<file path="src/rtl/vsp_pkg.sv">
package vsp_pkg;

  typedef enum logic [1:0] {
    M_IDLE,
    M_ONE,
    M_TWO,
    M_THREE
  } matchState_t;

  typedef struct packed {
    logic savHit;
    logic eavHit;
    logic lumaTake;
  } vspStrobe_t;

endpackage

</file>
<file path="src/rtl/vsp_ctrl.sv">
module vsp_ctrl
  import vsp_pkg::*;
#(
  parameter int DATA_W = 8
) (
  input  logic              clk,
  input  logic              rstN,
  input  logic              ce,
  input  logic [DATA_W-1:0] dataIn,
  input  logic              lineFull,
  output vspStrobe_t        strobe,
  output logic              fieldId,
  output logic              vBlank
);

  localparam logic [DATA_W-1:0] ALL_ONES  = {DATA_W{1'b1}};
  localparam logic [DATA_W-1:0] ALL_ZEROS = '0;
  localparam int MARK_BIT = DATA_W - 1;
  localparam int F_BIT    = DATA_W - 2;
  localparam int V_BIT    = DATA_W - 3;
  localparam int H_BIT    = DATA_W - 4;

  matchState_t matchState, matchNext;
  logic active;
  logic lumaSlot;
  logic isMark, isOnes, isZeros, isReserved;

  always_comb begin
    isOnes     = (dataIn == ALL_ONES);
    isZeros    = (dataIn == ALL_ZEROS);
    isReserved = isOnes | isZeros;
    isMark     = (matchState == M_THREE) && dataIn[MARK_BIT];

    unique case (matchState)
      M_IDLE:  matchNext = isOnes ? M_ONE : M_IDLE;
      M_ONE:   matchNext = isZeros ? M_TWO : (isOnes ? M_ONE : M_IDLE);
      M_TWO:   matchNext = isZeros ? M_THREE : (isOnes ? M_ONE : M_IDLE);
      default: matchNext = isOnes ? M_ONE : M_IDLE;
    endcase

    strobe.savHit   = ce & isMark & ~dataIn[H_BIT];
    strobe.eavHit   = ce & isMark & dataIn[H_BIT];
    strobe.lumaTake = ce & active & lumaSlot & ~vBlank & ~isReserved
                      & ~isMark & ~lineFull;
  end

  always_ff @(posedge clk) begin
    if (!rstN) begin
      matchState <= M_IDLE;
      active     <= 1'b0;
      lumaSlot   <= 1'b0;
      fieldId    <= 1'b0;
      vBlank     <= 1'b0;
    end else if (ce) begin
      matchState <= matchNext;
      if (isMark) begin
        fieldId <= dataIn[F_BIT];
        vBlank  <= dataIn[V_BIT];
      end
      if (strobe.savHit) begin
        active   <= 1'b1;
        lumaSlot <= 1'b0;
      end else if (strobe.eavHit || (active && lineFull)) begin
        active <= 1'b0;
      end else if (active) begin
        lumaSlot <= ~lumaSlot;
      end
    end
  end

endmodule

</file>
<file path="src/rtl/vsp_datapath.sv">
module vsp_datapath
  import vsp_pkg::*;
#(
  parameter int DATA_W     = 8,
  parameter int ACTIVE_PIX = 720
) (
  input  logic                          clk,
  input  logic                          rstN,
  input  logic [DATA_W-1:0]             dataIn,
  input  vspStrobe_t                    strobe,
  output logic [DATA_W-1:0]             lumaOut,
  output logic                          lumaValid,
  output logic [$clog2(ACTIVE_PIX)-1:0] pixIdx,
  output logic                          savPulse,
  output logic                          eavPulse,
  output logic                          lineFull
);

  localparam int IDX_W = $clog2(ACTIVE_PIX);
  localparam int CNT_W = $clog2(ACTIVE_PIX + 1);
  localparam logic [CNT_W-1:0] CNT_LIMIT = CNT_W'(ACTIVE_PIX);

  logic [CNT_W-1:0] pixCount;

  assign lineFull = (pixCount == CNT_LIMIT);

  always_ff @(posedge clk) begin
    if (!rstN) begin
      pixCount  <= '0;
      lumaOut   <= '0;
      lumaValid <= 1'b0;
      pixIdx    <= '0;
      savPulse  <= 1'b0;
      eavPulse  <= 1'b0;
    end else begin
      savPulse  <= strobe.savHit;
      eavPulse  <= strobe.eavHit;
      lumaValid <= strobe.lumaTake;
      if (strobe.lumaTake) begin
        lumaOut <= dataIn;
        pixIdx  <= IDX_W'(pixCount);
      end
      if (strobe.savHit) begin
        pixCount <= '0;
      end else if (strobe.lumaTake) begin
        pixCount <= pixCount + 1'b1;
      end
    end
  end

endmodule

</file>
<file path="src/rtl/vid_sync_parser.sv">
module vid_sync_parser
  import vsp_pkg::*;
#(
  parameter int DATA_W     = 8,
  parameter int ACTIVE_PIX = 720
) (
  input  logic                          clk,
  input  logic                          rstN,
  input  logic                          ce,
  input  logic [DATA_W-1:0]             dataIn,
  output logic [DATA_W-1:0]             lumaOut,
  output logic                          lumaValid,
  output logic [$clog2(ACTIVE_PIX)-1:0] pixIdx,
  output logic                          fieldId,
  output logic                          vBlank,
  output logic                          savPulse,
  output logic                          eavPulse
);

  vspStrobe_t strobe;
  logic       lineFull;

  vsp_ctrl #(.DATA_W(DATA_W)) ctrl_i (
    .clk      (clk),
    .rstN     (rstN),
    .ce       (ce),
    .dataIn   (dataIn),
    .lineFull (lineFull),
    .strobe   (strobe),
    .fieldId  (fieldId),
    .vBlank   (vBlank)
  );

  vsp_datapath #(.DATA_W(DATA_W), .ACTIVE_PIX(ACTIVE_PIX)) dp_i (
    .clk       (clk),
    .rstN      (rstN),
    .dataIn    (dataIn),
    .strobe    (strobe),
    .lumaOut   (lumaOut),
    .lumaValid (lumaValid),
    .pixIdx    (pixIdx),
    .savPulse  (savPulse),
    .eavPulse  (eavPulse),
    .lineFull  (lineFull)
  );

endmodule

</file>
<file path="config.mk">
export PLATFORM = sky130hd
export DESIGN_NAME = vid_sync_parser
export DESIGN_NICKNAME = d
export VERILOG_FILES = /design/src/rtl/vsp_pkg.sv /design/src/rtl/vsp_ctrl.sv /design/src/rtl/vsp_datapath.sv /design/src/rtl/vid_sync_parser.sv
export SDC_FILE = /design/constraint.sdc
export NUM_CORES = 1
export LEC_CHECK = 0
export BUFFER_PORTS_ARGS = -buffer_cell sky130_fd_sc_hd__buf_4
export CAP_MARGIN = 10
export CELL_PAD_IN_SITES_DETAIL_PLACEMENT = 1
export CELL_PAD_IN_SITES_GLOBAL_PLACEMENT = 2
export CORE_MARGIN = 5
export CORE_UTILIZATION = 28
export DETAILED_ROUTE_END_ITERATION = 16
export PLACE_DENSITY_LB_ADDON = 0.08
export SETUP_SLACK_MARGIN = 0.15
export SYNTH_ARGS = -nofsm -noshare
export SYNTH_HDL_FRONTEND = slang
export SYNTH_SLANG_ARGS = --single-unit
</file>
<file path="constraint.sdc">
create_clock -name clk -period 1.8 [get_ports clk]
set_input_delay 0.09 -clock clk [delete_from_list [all_inputs] [get_ports clk]]
set_output_delay 0.09 -clock clk [all_outputs]
set_load 0.1 [all_outputs]
</file>
Word level (Yosys, flattened, before mapping)
Index checks and enable logic that the tools add are counted.
Cells by class
  $add $sub $neg: 1
  multipliers: 0
  divide/modulo/power cells: 0
  magnitude comparators: 0
  eq/ne operators: 6
  shifts and indexed selects: 0
  mux-type cells: 9
  bitwise operators: 17
  reductions and logical operators: 10
Operators by type and width (number)
  $add 10x1->10 const B: 1
  $eq 10x10->1 const B: 1
  $and 1x1->1: 9
  $eq 8x8->1 const B: 1
  $logic_not 8->1: 1
  $not 1->1: 7
  $mux 1: 6
  $eq 2x2->1 const B: 2
  $mux 2: 2
  $pmux 2 s2: 1
  $reduce_and 2->1: 2
  $reduce_bool 2->1: 2
  $reduce_and 3->1: 1
  $eq 2x1->1 const B: 1
  $logic_and 1x1->1: 2
  $ne 2x1->1 const B: 1
  $reduce_or 2->1: 1
  $logic_or 1x1->1: 1
  $or 1x1->1: 1
Storage, ports and cells
  flip-flop bits (word level): 37
  latch bits: 0
  memory bits (writable): 0
  ROM bits: 0
  input bits: 11
  output and inout port bits: 23
  logic and storage cells: 54
  memories: 0

Longest topological paths before layout
  depth in word-level cells: 7
  mapped depth: 9
  depth with buffers taken out: 7

Modules after synthesis
A second synthesis with hierarchy kept.
Second synthesis, totals
  cell total of the unflattened synthesis: 169
  area total of the unflattened synthesis: 1661.6 um2
By module, submodules not included
  vsp_datapath: times used 1, cells each 122, area each 1256.2 um2, sequential area each 620.6 um2
  vsp_ctrl: times used 1, cells each 47, area each 405.4 um2, sequential area each 120.1 um2

Worst setup path after synthesis
OpenSTA, ideal clock, no wires.
  path kind: flip-flop to flip-flop
  start: register ctrl_i.vBlank
  end: register dp_i.pixCount[6]
  data arrival time: 1880 ps
  required time: 1727 ps
  path slack: -153 ps
  stages on the path, launching flop included: 6
  period minus slack after synthesis: 1953 ps
  cell sequence: dfxtp_1 > nor4b_4 > nand4_2 > buf_6 > or3_1 > a21oi_1
Between the ends
  cells in the longest elaborated chain, start to end: 5
RTL lines
  start: declaration: RTL line vsp_ctrl.sv:13  | output logic vBlank
  start signal: assignment: RTL line vsp_ctrl.sv:58  | vBlank <= dataIn[V_BIT];
  $not 1->1: RTL line vsp_ctrl.sv:43  | strobe.lumaTake = ce & active & lumaSlot & ~vBlank & ~isReserved
  $and 1x1->1 (2 in series): RTL line vsp_ctrl.sv:43
  $and 1x1->1 (2 in series): RTL line vsp_ctrl.sv:44  | & ~isMark & ~lineFull;
  end signal: assignment: RTL line vsp_datapath.sv:46  | pixCount <= pixCount + 1'b1;
  end: declaration: RTL line vsp_datapath.sv:23  | logic [CNT_W-1:0] pixCount;
No other way between the ends.
A chain may end at the register's enable or synchronous reset.

Worst setup path in the final report
  start: register ctrl_i.matchState[1]
  end: register dp_i.pixIdx[1]
Between the ends
  cells in the longest elaborated chain, start to end: 5
RTL lines
  start: declaration: RTL line vsp_ctrl.sv:23  | matchState_t matchState, matchNext;
  start signal: assignment: RTL line vsp_ctrl.sv:55  | matchState <= matchNext;
  $eq 2x2->1: RTL line vsp_ctrl.sv:32  | isMark = (matchState == M_THREE) && dataIn[MARK_BIT];
  $logic_and 1x1->1: RTL line vsp_ctrl.sv:32
  $not 1->1: RTL line vsp_ctrl.sv:44
  $and 1x1->1 (2 in series): RTL line vsp_ctrl.sv:44
  end signal: assignment: RTL line vsp_datapath.sv:41  | pixIdx <= IDX_W'(pixCount);
  end: declaration: RTL line vsp_datapath.sv:13  | output logic [$clog2(ACTIVE_PIX)-1:0] pixIdx,
No other way between the ends.

==> impl_results.md <==
- Post-Synth Simple-Gate Area: 28.73%
- DRC viols: 0
- Switching Share: 23.41%
- Number of synthesized register bits: 37
- Max VDD drop: 0.0002484 V
- Critical path endpoint category: flip-flop
- CTS Root Cell: clkbuf_8
- Int Pwr: 0.001112 W
- CTS Sinks: 37
- Final worst slack: -0.006570 ns
- Ratio of cells with drive above 1 in the final layout: approximately two fifths
- Final core utilization: 44.04%
- Number of I/O pins: 34
- Design Area, Final: roughly 2400 sq um
- Tightest Pin Transition: 0.4705 ns
- Failing checks: negative setup slack
- Hold WC Path Type: input port to flip-flop
- Cell mode on critical path: buf_12
- Post-Synth Adder-Cell Area: under 10%
- CTS Hold Bufs: 0
- Via count: 1593
- Clk_lat worst skew: 0.28 ns
- Power share of the combinational group: 4.9%
- Die area: roughly 7400 sq um
- Area of the mapped netlist: 1612 sq um
- Footprint of the multi-input gates: 960.9 sq um
- Final Cycle Share: 100.4%
- Unrepaired setup endpoints after global routing: true
- Detail Placement HPWL: about 3400 microns
- Total congestion overflow: 0
- Buf/Inv on CP: 3
- CP Cell Sequence: ha_4 -> and3_4 -> nor4b_4 -> buf_4 -> nand4_4 -> buf_12 -> buf_12 -> nand3_1 -> o31ai_2
- Mapped Cells: 193
- Synth area leader: dfxtp_1
- Post-synth top area share: 45.96%
- Largest family of logic cells by synthesized area: simple AND/OR/NAND/NOR gates
- Routed len/inst: approximately 15 microns
- Bufs on Longest Clock Path: 2
- Area contributors post-synth: dfxtp_1, o21ai_0, nand3_1
- Slew Viols, Final: 0
- Sequential area share after synthesis: 45.96%
- Sw Pwr: 0.0003398 W
- Number of global-route vias before repair: 1659
- Crit path max-delay family: simple AND/OR/NAND/NOR gates
- CP arrival: 1.97 ns
- Flop pwr share: 56.5%
- Initial antenna violation count: 0
- Post-synthesis to final-layout area growth: 51.40%
- Clk pwr share: 38.6%
- Crit path max-delay cell type: dfxtp_2
- TNS Setup: -0.009988 ns
- Post-synthesis mux area share: 0.6211%
- ANT cells: 0
- Syn avg cell area: 8.350 sq um
- Iter 0 DRT Violations: 67
- H-Tree Depth: 2
- Post-synth top flop: dfxtp_1
- Status: finished with violations
- Netlist cell types: 33
- Synth Area in XOR/XNOR: 1.087%
- Nets: 265
- Max transition margin: 68.63%
- Worst EP required: 1.96 ns
- Post-synth EDFFs: 0
- Crit path max fanout: 7
- # setup viols final: 2
- Setup crit start kind: flip-flop
- Core area: 5540 sq um
- Final min period: 1.807 ns
- Setup Skew: 0.009971 ns
- Drt pass-1 iters: 4
- Drt total wl: 4976 microns
- Pwr dens: 595.1 nW/um^2
- Detail Route Antenna Nets: 0
- Count of input and output buffers: 33
- Placed Area: 2016 sq um
- P_leak: 0.9113 nW
- All-Layer GR Usage: 13.98%
- CP peak stage delay: 0.34 ns
- Final RePlAce weighted congestion: 0.7668
- Clock buffer count from CTS: 5
- Post-synthesis compound-gate area fraction: roughly 14%
- TritonCTS clock tree: built
- Sequential Area: 747.0 sq um
- Max-Cap Viols: 0
- First-pass GRT wire length: between 8000 and 9000 microns
- WS Path Type: flip-flop to flip-flop
- Starting Density: between 20% and 30%
- Chip height: 85.87 microns
- Largest net degree at the start of global routing: 40
- FMAX: roughly 0.55 GHz
- Fillers: 657
- Synth async-reset ratio: 0%
- Row Count: 27
- Syn. warnings: 0
- Synthesized net count: roughly 210
- Die Width: 85.87 microns
- Clock Pin Slew Worst Setup and Hold Paths: 0.08 ns
- Fin. Hold Viols: 0
- Via/cell ratio: approximately 5
[final cells by class]
class                      instances  area share, %
timing repair buffer              59          21.85
clock inverter                     2         0.4103
inverter                           7          1.077
clock buffer                       6          2.974
multi-input combinational        139          39.38
sequential                        37          30.62
tap                               72          3.692
[through the flow]
stage	power (W)	cells	hold WS, ns	setup WS [ns]
floorplan	0.0008710	193	0.2185	0.1117
global placement	0.0009038	303	0.3393	-0.02310
detailed placement	0.0009055	303	0.3413	-0.08747
CTS	0.001469	319	0.02944	0.003610
global route	0.001516	322	0.03572	-0.09624
finish	0.001452	322	0.03447	-0.006570
[synthesized netlist by cell type (2+ instances only)]
cell and number:
dfxtp_1 37, nand2_1 28, o21ai_0 25, nand3_1 24, a21oi_1 11, inv_1 7, nor2_1 7, or3_1 7
clkbuf_1 5, ha_1 5, nand4_1 5, o31ai_1 4, and3_1 3, buf_1 2, buf_2 2, buf_6 2
nor3_1 2, nor4_1 2
[flip-flops by register name, summed over array words and instances (netlist names)]
| register | cells |
|---|---|
| dp_i.pixIdx | 10 |
| ctrl_i.active | 1 |
| ctrl_i.lumaSlot | 1 |
| ctrl_i.vBlank | 1 |
| dp_i.lumaOut | 8 |
| dp_i.eavPulse | 1 |
| dp_i.lumaValid | 1 |
| dp_i.pixCount | 10 |
| ctrl_i.fieldId | 1 |
| ctrl_i.matchState | 2 |
| dp_i.savPulse | 1 |
[power by group through the flow]
| stage | clock network, W | registers, W | logic, W |
|---|---|---|---|
| 2_1_floorplan | 0 | 0.000839 | 0.0000321 |
| 3_3_place_gp | 0 | 0.000839 | 0.0000652 |
| 3_5_place_dp | 0 | 0.000839 | 0.0000668 |
| 4_1_cts | 0.000581 | 0.000820 | 0.0000676 |
| 5_1_grt | 0.000618 | 0.000820 | 0.0000778 |
| 6_report | 0.000561 | 0.000820 | 0.0000708 |
[worst reg2reg max path, cell delays in order (launching register included)]
cell and delay [ns]:
dfxtp_2 0.34, ha_4 0.15, and3_4 0.15, nor4b_4 0.23, buf_4 0.19, nand4_4 0.14, buf_12 0.19, buf_12 0.13
nand3_1 0.09, o31ai_2 0.07
[cell usage in the layout (no fill, tap or decap), drive strengths merged, types with 4 or more instances in the layout]
cell type  count
a21oi         11
and3           4
buf           58
clkbuf         7
dfxtp         37
ha             5
inv            7
nand2         28
nand3         25
nand4          7
nor2           7
o21ai         26
o31ai          4
or3            7
[cells by family (layout without fill, tap and decap cells)]
kind of cell / count (synthesis) / count (layout)
AOI/OAI and AO/OA: 43 / 43
xor gates and xnor gates: 2 / 2
adders and majority gates: 5 / 5
buffers and inverters: 18 / 74
DFF: 37 / 37
muxes: 1 / 1
and+or+nand+nor: 87 / 88
[final timing paths]
path,startpoint,to,slack [ns],cells after the start
worst max-delay path,ctrl_i.matchState[1]$_SDFFE_PN0P_,dp_i.pixIdx[1]$_SDFFE_PN0P_,-0.007,9
worst min register to register,dp_i.pixIdx[8]$_SDFFE_PN0P_,dp_i.pixIdx[8]$_SDFFE_PN0P_,0.46,2
worst min-delay path,ce,ctrl_i.matchState[0]$_SDFFE_PN0P_,0.03,2
worst max register to register,ctrl_i.matchState[1]$_SDFFE_PN0P_,dp_i.pixIdx[1]$_SDFFE_PN0P_,-0.007,9
[what timing repair did]
item                       4_1_cts  5_1_grt
setup endpoints to repair       29       31
pin swaps                        8       12
setup buffers                    5        2
gates cloned                     3        1
gates resized for setup         25       31
[per-layer routing]
metal	track usage (%)	routed length (microns)
met1	18.24	2330
met3	3.266	227
met4	4.317	42
met2	22.78	2376
met5	0	0
Power figures use the tool's default switching activity.
